<file path="config.mk">
export PLATFORM = sky130hd
export DESIGN_NAME = thermal_trip_irq
export DESIGN_NICKNAME = d
export VERILOG_FILES = /design/src/rtl/thermal_irq_pkg.sv /design/src/rtl/trip_compare.sv /design/src/rtl/event_latch.sv /design/src/rtl/thermal_trip_irq.sv
export SDC_FILE = /design/constraint.sdc
export NUM_CORES = 1
export LEC_CHECK = 0
export CAP_MARGIN = 30
export CORE_MARGIN = 2
export CORE_UTILIZATION = 40
export CTS_BUF_LIST = sky130_fd_sc_hd__clkbuf_4
export CTS_CLUSTER_DIAMETER = 120
export DETAILED_ROUTE_END_ITERATION = 10
export DONT_BUFFER_PORTS = 1
export PLACE_DENSITY = 0.62
export SYNTH_ARGS = -nofsm -noshare
export SYNTH_HDL_FRONTEND = slang
export SYNTH_SLANG_ARGS = --single-unit
</file>
<file path="constraint.sdc">
create_clock -name clk -period 3.6 [get_ports clk]
set_input_delay 0.36 -clock clk [delete_from_list [all_inputs] [get_ports clk]]
set_output_delay 0.36 -clock clk [all_outputs]
set_load 0.1 [all_outputs]
</file>
<file path="src/rtl/thermal_irq_pkg.sv">
package thermal_irq_pkg;
  localparam int ADDR_W = 4;
  localparam logic [ADDR_W-1:0] W_STAT = 4'd1;
  localparam logic [ADDR_W-1:0] W_MASK = 4'd2;
  localparam logic [ADDR_W-1:0] W_CTRL = 4'd3;
  localparam logic [ADDR_W-1:0] W_EN   = 4'd4;
  localparam logic [ADDR_W-1:0] W_THR0 = 4'd5;
  localparam logic [ADDR_W-1:0] W_CODE = 4'd10;
  localparam int CTRL_W = 6;
endpackage

</file>
<file path="src/rtl/trip_compare.sv">
module trip_compare #(
  parameter int CODE_W  = 12,
  parameter int NUM_THR = 3
) (
  input  logic [CODE_W-1:0]         prev_code,
  input  logic [CODE_W-1:0]         new_code,
  input  logic [NUM_THR*CODE_W-1:0] thr_flat,
  input  logic                      fire,
  output logic [2*NUM_THR-1:0]      evt
);
  for (genvar i = 0; i < NUM_THR; i++) begin : g_thr
    logic [CODE_W-1:0] t;
    assign t = thr_flat[i*CODE_W +: CODE_W];
    // upward crossings fill the low half, downward the high half
    assign evt[i]         = fire && (prev_code <  t) && (new_code >= t);
    assign evt[NUM_THR+i] = fire && (prev_code >= t) && (new_code <  t);
  end
endmodule

</file>
<file path="src/rtl/event_latch.sv">
module event_latch #(
  parameter int W = 6
) (
  input  logic         clk,
  input  logic         rst,
  input  logic [W-1:0] evt_i,
  input  logic [W-1:0] en_i,
  input  logic         wr_i,
  input  logic [W-1:0] wdata_i,
  output logic [W-1:0] stat_o
);
  logic [W-1:0] stat_q;
  logic [W-1:0] kept;

  assign kept = wr_i ? (stat_q & wdata_i) : stat_q;

  always_ff @(posedge clk) begin
    if (rst) stat_q <= '0;
    else     stat_q <= kept | (evt_i & en_i);
  end

  assign stat_o = stat_q;

  assert_set_needs_enable_R7: assert property (@(posedge clk) disable iff (rst)
    1'b1 |=> ((stat_q & ~$past(stat_q) & ~$past(en_i)) == '0));

  assert_sticky_without_write_R8: assert property (@(posedge clk) disable iff (rst)
    !wr_i |=> ((~stat_q & $past(stat_q)) == '0));
endmodule

</file>
<file path="src/rtl/thermal_trip_irq.sv">
module thermal_trip_irq
  import thermal_irq_pkg::*;
#(
  parameter int CODE_W  = 12,
  parameter int NUM_THR = 3,
  parameter int DATA_W  = 32
) (
  input  logic              clk,
  input  logic              rst,
  input  logic              smp_valid,
  input  logic [CODE_W-1:0] smp_code,
  input  logic [ADDR_W-1:0] reg_addr,
  input  logic              reg_we,
  input  logic [DATA_W-1:0] reg_wdata,
  output logic [DATA_W-1:0] reg_rdata,
  output logic              irq
);
  localparam int EVT_W = 2 * NUM_THR;

  logic [CODE_W-1:0]         thr_q [NUM_THR];
  logic [NUM_THR*CODE_W-1:0] thr_flat;
  logic [CODE_W-1:0]         cur_q;
  logic                      primed_q;
  logic [EVT_W-1:0]          mask_q, en_q, stat, evt;
  logic [CTRL_W-1:0]         ctrl_q;
  logic [DATA_W-1:0]         rdata_q, rd_mux;
  logic                      irq_q;
  logic                      stat_wr;

  assign stat_wr = reg_we && (reg_addr == W_STAT);

  for (genvar i = 0; i < NUM_THR; i++) begin : g_thr
    always_ff @(posedge clk) begin
      if (rst) thr_q[i] <= '0;
      else if (reg_we && reg_addr == W_THR0 + ADDR_W'(i))
        thr_q[i] <= reg_wdata[CODE_W-1:0];
    end
    assign thr_flat[i*CODE_W +: CODE_W] = thr_q[i];
  end

  always_ff @(posedge clk) begin
    if (rst) begin
      mask_q <= '0;
      en_q   <= '0;
      ctrl_q <= '0;
    end else if (reg_we) begin
      if (reg_addr == W_MASK) mask_q <= reg_wdata[EVT_W-1:0];
      if (reg_addr == W_EN)   en_q   <= reg_wdata[EVT_W-1:0];
      if (reg_addr == W_CTRL) ctrl_q <= reg_wdata[CTRL_W-1:0];
    end
  end

  always_ff @(posedge clk) begin
    if (rst) begin
      cur_q    <= '0;
      primed_q <= 1'b0;
    end else if (smp_valid) begin
      cur_q    <= smp_code;
      primed_q <= 1'b1;
    end
  end

  trip_compare #(.CODE_W(CODE_W), .NUM_THR(NUM_THR)) u_cmp (
    .prev_code (cur_q),
    .new_code  (smp_code),
    .thr_flat  (thr_flat),
    .fire      (smp_valid && primed_q),
    .evt       (evt)
  );

  event_latch #(.W(EVT_W)) u_latch (
    .clk     (clk),
    .rst     (rst),
    .evt_i   (evt),
    .en_i    (en_q),
    .wr_i    (stat_wr),
    .wdata_i (reg_wdata[EVT_W-1:0]),
    .stat_o  (stat)
  );

  always_comb begin
    rd_mux = '0;
    if (reg_addr == W_STAT) rd_mux[EVT_W-1:0]  = stat;
    if (reg_addr == W_MASK) rd_mux[EVT_W-1:0]  = mask_q;
    if (reg_addr == W_CTRL) rd_mux[CTRL_W-1:0] = ctrl_q;
    if (reg_addr == W_EN)   rd_mux[EVT_W-1:0]  = en_q;
    if (reg_addr == W_CODE) rd_mux[CODE_W-1:0] = cur_q;
    for (int i = 0; i < NUM_THR; i++)
      if (reg_addr == W_THR0 + ADDR_W'(i)) rd_mux[CODE_W-1:0] = thr_q[i];
  end

  always_ff @(posedge clk) begin
    if (rst) begin
      rdata_q <= '0;
      irq_q   <= 1'b0;
    end else begin
      rdata_q <= rd_mux;
      irq_q   <= |(stat & mask_q);
    end
  end

  assign reg_rdata = rdata_q;
  assign irq       = irq_q;

  assert_irq_has_cause_R10: assert property (@(posedge clk) disable iff (rst)
    irq |-> ($past(stat) != '0));

  assert_code_holds_R3: assert property (@(posedge clk) disable iff (rst)
    !smp_valid |=> $stable(cur_q));

  assert_thr_upper_zero_R2: assert property (@(posedge clk) disable iff (rst)
    ($past(reg_addr) == W_THR0) |-> (reg_rdata[DATA_W-1:CODE_W] == '0));

  assert_first_sample_quiet_R6: assert property (@(posedge clk) disable iff (rst)
    (smp_valid && !primed_q && !stat_wr) |=> $stable(stat));
endmodule

</file>
# --- Word level (Yosys, flattened, before mapping) ---
# Memories as Yosys holds them, arrays and structs flattened.
# Index checks and enable logic that the tools add are counted.
totals:
  reg_bits: 70
  mem_bits_rw: 36
  inputBits: 52
  word_cells: 81
  memories: 1
memory_table:
  columns: ["name", "words", "word_bits", "rd", "rd_clocked_by_memory_dff", "write_ports", "line", "text"]
  rows:
  - ["thr_q", 3, 12, 3, 0, 3, "thermal_trip_irq.sv:20", "logic [CODE_W-1:0] thr_q [NUM_THR];"]
classes:
  order_cmp: 12
  eq_ne: 8
  n_mux: 23
  bitwise: 7
  reduce_logical: 21
ops:
  columns: ["cell", "count"]
  rows:
  - ["$mux 12", 7]
  - ["$ge 12x12->1", 6]
  - ["$lt 12x12->1", 6]
  - ["$mux 6", 5]
  - ["$and 6x6->6", 3]
  - ["$logic_and 1x1->1", 17]
  - ["$eq 4x3->1 const B", 4]
  - ["$mux 1", 11]
  - ["$eq 4x2->1 const B", 2]
  - ["$or 6x6->6", 1]
  - ["$reduce_and 2->1", 3]
  - ["$reduce_or 6->1", 1]
  - ["$eq 4x1->1 const B", 1]
  - ["$eq 4x4->1 const B", 1]
  - ["$or 1x1->1", 3]

# --- Depth between registers and ports, before layout ---
# Gate-level depths: netlist (run 1).
logic_depth:
  depth_word: 9
  mapped_depth: 8

# --- Modules after synthesis ---
# A second synthesis (run 1) with hierarchy kept.
unflattened:
  hier_cells: 623
  area_unflattened_um2: 5854.4
modules_own_cells:
  columns: ["mod", "instances", "cells_per_inst", "area_per_inst_um2", "seq_area_each_um2"]
  rows:
  - ["thermal_trip_irq", 1, 362, 3784.9, 1961.9]
  - ["trip_compare", 1, 230, 1742.9, 0.0]
  - ["event_latch", 1, 31, 326.6, 120.1]

# --- Worst setup path after synthesis (run 1) ---
# OpenSTA, ideal clock, no wires.
synth_path:
  path_kind: "reg-to-reg"
  from: "memory thr_q[1][5]"
  to: "register u_latch.stat_q[4] (netlist: u_latch.stat_o[4])"
  arrival_ps: 1864
  t_required_ps: 3484
  setup_slack_ps: 1620
  path_stages_with_launch: 8
  path_buffers: 0
  period_less_slack_ps: 1980
  path_cell_list: "edfxtp_1 > inv_1 > ha_1 > a21o_1 > a221o_1 > a2111oi_2 > o21ai_1 > a41o_1"
synth_lines:
  columns: ["item", "line", "text"]
  rows:
  - ["start, declared", "thermal_trip_irq.sv:20", null]
  - ["end signal, assigned", "event_latch.sv:19", "else stat_q <= kept | (evt_i & en_i);"]
  - ["end, declared", "event_latch.sv:12", "logic [W-1:0] stat_q;"]

==> summary.txt, run 1 <==
initial antenna violation count -> 1
CTS tree -> done
hpwl dp -> 11230 um
I/O pin cnt -> 85
Min-Delay Path Class -> input pin to register
minimum clock period -> 2.651 ns
status -> finished clean
DR pass1 iterations -> 4
CP required -> 3.95 ns
CP startpoint kind -> register
WL per Instance -> 19.80 um
Hold Slack -> 0.01507 ns
share of cells above drive strength 1 -> 4.078%
Die X-Extent -> 121.3 um
Synth cell types -> 49
Die Y -> 121.3 um
Max Cap Viol -> 0
I/O Buffers -> 0
clk_skew -> 0.01488 ns
Cell Rows -> 42
first-pass GRT wire length -> 22540 um
worst r2r src -> thr_q[2][1]$_SDFFCE_PN0P_
FFs w/ async S/R, synth -> 0%
grt total ovfl -> 0
critical path type -> register to register
Worst setup startpoint -> thr_q[2][1]$_SDFFCE_PN0P_
Reg clk slew, reported paths -> 0.13 ns
fmax -> 377.2 MHz
cts bufs inserted -> 9
Primary FF master, synth -> dfxtp_1
Clock Latency Late Sink -> 0.46 ns
Clock Sinks -> 86
peak supply drop -> 137.9 uV
slew at the pin closest to its max-slew limit -> 0.9426 ns
GRT Total Usage -> 20.30%
nets@finish -> 683
max_slew headroom -> 37.07%
largest net degree at the start of global routing -> 45
critical path arrival -> 3.00 ns
Iter 0 DRT Violations -> 313
DRC violations left -> 0
Cell Area, Synth -> 5499 um^2
kind of end point of the critical path -> register
synth warn -> 0
Starting Density -> 41.20%
area grow syn2layout -> 3.936%
Die ar. -> 14700 um^2
clock root buffer -> clkbuf_4
Core ar. -> 13350 um^2
# setup viols final -> 0
Leak -> 2.513 nW
Antenna Nets Post-Route -> 0
Hold Path Origin -> smp_valid
fin crit share -> 73.64%
post-synthesis cell count -> 572
number of synthesized flops with an enable pin -> 36
Worst Path Max Fanout -> 2
H-tree Lvls -> 3
setup tns final -> 0 ns
total wire length -> 14670 um
post-synthesis sequential area ratio -> 37.86%
vias in the first global route -> 4049
#FFs+latches synth -> 86
pwr/cell area -> 373.9 nW/um^2
Gates resized, CTS repair -> 0
max-slew violation count -> 0
final hold vios -> 0
CTS max path bufs -> 2
DR vias/cell -> 5.749
detailed-route via count -> 4260
RD Place Congestion -> 0.9665
Syn Area/Cell -> 9.614 um^2
RSZ-0062 raised after global routing -> false
## layout by cell type, fill, tap and decap left out, types with 17 or more instances in the layout
cell,n
o21ai_0,18
a21oi_1,36
ha_1,72
and2_1,40
mux2i_1,32
conb_1,20
nor2_1,56
nand2_1,19
edfxtp_1,36
inv_1,35
dfxtp_1,50
nand4_1,17
## report_power, final
group / total (mW) / leakage, nW / switching, mW / internal, mW
clock network: 0.624 / 0.0810 / 0.347 / 0.277
logic: 0.379 / 1.68 / 0.259 / 0.121
registers: 1.13 / 0.752 / 0.0774 / 1.06
## cells by family (layout without fill, tap and decap cells)
logic type,after synthesis,after routing,share of synthesized area [%]
other cells,1,21,0.06819
compound gates,120,120,15.13
fa+ha+maj,72,72,16.38
mux,32,32,5.825
simple gates,181,181,17.59
buf+inv,80,53,7.144
flops,86,86,37.86
## area by class of cell
cell class,count,area (um^2)
diodes,1,2.502
clock buffers,9,67.56
clock inverters,7,88.84
fillers,1334,7632
inverters,35,131.4
multi-input cells,425,3095
flip-flops and latches,86,2082
well taps,176,220.2
repair buffers,2,27.53
## per-layer routing
layer,vias to the layer above,part of all wire [%],track usage (%)
met5,-,0,0
li1,2023,-,-
met3,19,7.1,4.464
met2,151,47,32.30
met4,0,1.7,7.040
met1,2067,44,27.25
## flip-flops by register name, indices dropped and copies added, names as in the netlist
name / flops
thr_q: 36
cur_q: 12
reg_rdata: 12
ctrl_q: 6
en_q: 6
mask_q: 6
u_latch.stat_o: 6
irq: 1
primed_q: 1
## cells in the mapped netlist (5+ instances only)
master / count / area (um^2)
a22oi_1: 7 / 52.55
nand3_1: 8 / 40.04
o211ai_1: 6 / 45.04
buf_4: 21 / 157.7
o21ai_0: 18 / 90.09
a21oi_1: 36 / 180.2
mux2i_1: 32 / 320.3
nand2b_1: 6 / 37.54
a32o_1: 6 / 60.06
nand4_1: 17 / 106.4
clkbuf_1: 9 / 33.78
a21o_1: 8 / 60.06
and2_1: 40 / 250.2
inv_1: 35 / 131.4
ha_1: 72 / 900.9
a222oi_1: 6 / 60.06
buf_2: 10 / 50.05
nor3_1: 5 / 25.02
a221oi_1: 8 / 70.07
nor2_1: 56 / 210.2
nor2b_1: 9 / 56.30
nor3b_1: 5 / 37.54
dfxtp_1: 50 / 1001
a211oi_1: 6 / 45.04
edfxtp_1: 36 / 1081
nand2_1: 19 / 71.32
## worst max-delay path, cell delays in order, from the launching register on
cell and delay [ns]:
edfxtp_1 0.43, inv_1 0.11, ha_1 0.24, nor2b_1 0.13, o211ai_1 0.15, a21oi_1 0.11, a2111oi_1 0.69, o21ai_0 0.38
a41o_1 0.32
## stage by stage
stage               instance area [um^2]  power [mW]  std cells  setup slack [ns]  utilization [%]
floorplan                           5570       1.472        591             1.620                -
global placement                    5537       1.502        723            0.9224            41.48
detailed placement                  5537       1.519        723            0.9391            41.48
CTS                                 5713       2.149        740            0.9202            42.80
global route                        5715       2.237        741            0.7793            42.82
finish                              5715       2.137        741            0.9491            42.82
## worst paths after layout
path	endpoint	slack (ns)	depth (start not counted)
max	u_latch.stat_o[2]$_SDFF_PP0_	0.95	8
min	primed_q$_SDFFE_PP0P_	0.02	2
max reg2reg	u_latch.stat_o[2]$_SDFF_PP0_	0.95	8
min reg2reg	primed_q$_SDFFE_PP0P_	0.49	2
## what timing repair did
| action | in CTS | in global routing |
|---|---|---|
| setup buffers | 0 | 0 |
| endpoints found under the hold margin | 44 | 0 |
| hold buffers | 1 | 0 |
No activity file was read; power rests on OpenSTA's default activity.
==> run 2, diff against run 1 <==
PLACE_DENSITY = 0.64   (was 0.62)
clock period = 2.4 ns   (was 3.6 ns; I/O delays follow)
==> summary.txt, run 2 (same netlist as run 1, synthesis figures left out) <==
status -> finished clean
# setup viols final -> 0
most frequent cells in the layout -> ha_1, nor2_1, dfxtp_1
crit path cell chain -> inv_1 -> ha_1 -> a21o_1 -> a221o_1 -> a2111oi_4 -> o21ai_1 -> a41o_1
Die Y -> 121.3 um
cts bufs inserted -> 9
Post CTS Setup Buffer Count -> 0
grt total ovfl -> 0
pre-CTS setup slack -> -0.01259 ns
max_slew headroom -> 37.40%
DR pass1 iterations -> 6
power after layout -> 3.238 mW
ant diodes -> 0
pwr/cell area -> 521.8 nW/um^2
Reg area -> 2082 um^2
worst r2r src -> thr_q[1][5]$_SDFFCE_PN0P_
nets@finish -> 737
max reg flops -> 36
vias in the first global route -> 4590
fmax -> 439.9 MHz
final hold vios -> 0
slowest stage delay, CP -> 0.45 ns
Min-Delay Path Depth -> 3
met2 usage -> 34.34%
Worst R2R End -> u_latch.stat_o[4]$_SDFF_PP0_
CP required -> 2.75 ns
WL per Instance -> 19.26 um
Hold Path Origin -> rst
DR vias/cell -> 5.773
kind of end point of the critical path -> register
Clock Sinks -> 86
r2r worst-path depth -> 7
I/O Buffers -> 0
max-slew violation count -> 0
Worst Path Max Fanout -> 2
area grow syn2layout -> 12.86%
hpwl dp -> 11430 um
slew at the pin closest to its max-slew limit -> 0.9377 ns
CTS tree -> done
Die X-Extent -> 121.3 um
share of cells above drive strength 1 -> 7.443%
fin crit share -> 94.72%
Register-to-Register Setup Slack -> 0.13 ns
Antenna Nets Post-Route -> 0
I/O pin cnt -> 85
minimum clock period -> 2.273 ns
most common cell after layout, fill and taps aside -> ha_1
RSZ-0062 raised after global routing -> false
critical path arrival -> 2.63 ns
Max Cap Viol -> 0
DRC violations left -> 0
Iter 0 DRT Violations -> 323
initial antenna violation count -> 0
Hold Slack -> 0.02649 ns
Reg with most FFs -> thr_q
Starting Density -> 41.20%
area of the multi-input gates -> 3113 um^2
Clock Latency Late Sink -> 0.45 ns
final worst slack -> 0.1268 ns
total wire length -> 15300 um
Cell Rows -> 42
Min-Delay Path Class -> input pin to register
Leak -> 2.751 nW
clock root buffer -> clkbuf_4
Crit-path slowest cell -> a2111oi_4
GRT Total Usage -> 21.44%
RD Place Congestion -> 0.9868
Top Usage Layer GRT -> met2
Core ar. -> 13350 um^2
met3 usage -> 3.806%
CTS max path bufs -> 2
routing usage on met1 -> 28.19%
Reg clk slew, reported paths -> 0.14 ns
largest net degree at the start of global routing -> 46
CP startpoint kind -> register
peak supply drop -> 258.4 uV
final-layout fill cell count -> 1248
H-tree Lvls -> 3
Die ar. -> 14700 um^2
hold path endpoint -> u_latch.stat_o[0]$_SDFF_PP0_
first-pass GRT wire length -> 24010 um
critical path type -> register to register
clk_skew -> 0.01457 ns
detailed-route via count -> 4584
## run 2: power by group
group / internal [mW] / total [mW] / leakage, nW / switching [mW]
clock network: 0.343 / 0.869 / 0.0735 / 0.526
logic: 0.246 / 0.705 / 1.93 / 0.458
registers: 1.58 / 1.66 / 0.752 / 0.0797
## run 2: critical path: cells and delay by family, from the launching register on
kind / cells / cell delay, ns
AO/OA/AOI/OAI: 5 / 1.41
adder cells (fa/ha/maj): 1 / 0.26
buffers and inverters: 1 / 0.10
flip-flops: 1 / 0.41
## run 2: worst max path at each step
| stage | from | end | slack, ns |
|---|---|---|---|
| after floorplan | thr_q[1][5]$_SDFFCE_PN0P_ | u_latch.stat_o[4]$_SDFF_PP0_ | 0.42 |
| after global placement | thr_q[2][1]$_SDFFCE_PN0P_ | u_latch.stat_o[2]$_SDFF_PP0_ | 0.06 |
| after detailed placement | thr_q[2][1]$_SDFFCE_PN0P_ | u_latch.stat_o[2]$_SDFF_PP0_ | -0.01 |
| after CTS | thr_q[1][5]$_SDFFCE_PN0P_ | u_latch.stat_o[4]$_SDFF_PP0_ | 0.05 |
| after global routing | thr_q[2][1]$_SDFFCE_PN0P_ | u_latch.stat_o[2]$_SDFF_PP0_ | 0.03 |
| final | thr_q[1][5]$_SDFFCE_PN0P_ | u_latch.stat_o[4]$_SDFF_PP0_ | 0.13 |
## run 2: final cells by class
class / count / share of cell area, %
multi-input cells: 425 / 50.16
flip-flops and latches: 86 / 33.55
repair buffers: 56 / 8.347
well taps: 176 / 3.548
inverters: 35 / 2.117
clock buffers: 11 / 1.331
clock inverters: 5 / 0.9476
## run 2: timing repair
| item | CTS | global route |
|---|---|---|
| gates resized for setup | 1 | 1 |
| hold endpoints to repair | 82 | 1 |
| hold buffers | 34 | 1 |
| setup endpoints to repair | 1 | 1 |
## run 2: metal layers
layer / share of wire (%) / wire [um]
met1: 44 / 6655
met4: 3.9 / 592
met5: 0 / 0
met2: 45 / 6959
met3: 7.1 / 1089
## run 2: stage by stage
step	utilization (%)	instances	setup TNS (ns)	cell area [um^2]
3_5_place_dp	42.60	743	-0.01259	5687
3_3_place_gp	42.60	743	0	5687
5_1_grt	46.49	794	0	6206
2_1_floorplan	-	591	0	5570
6_report	46.49	794	0	6206
4_1_cts	46.33	793	0	6183
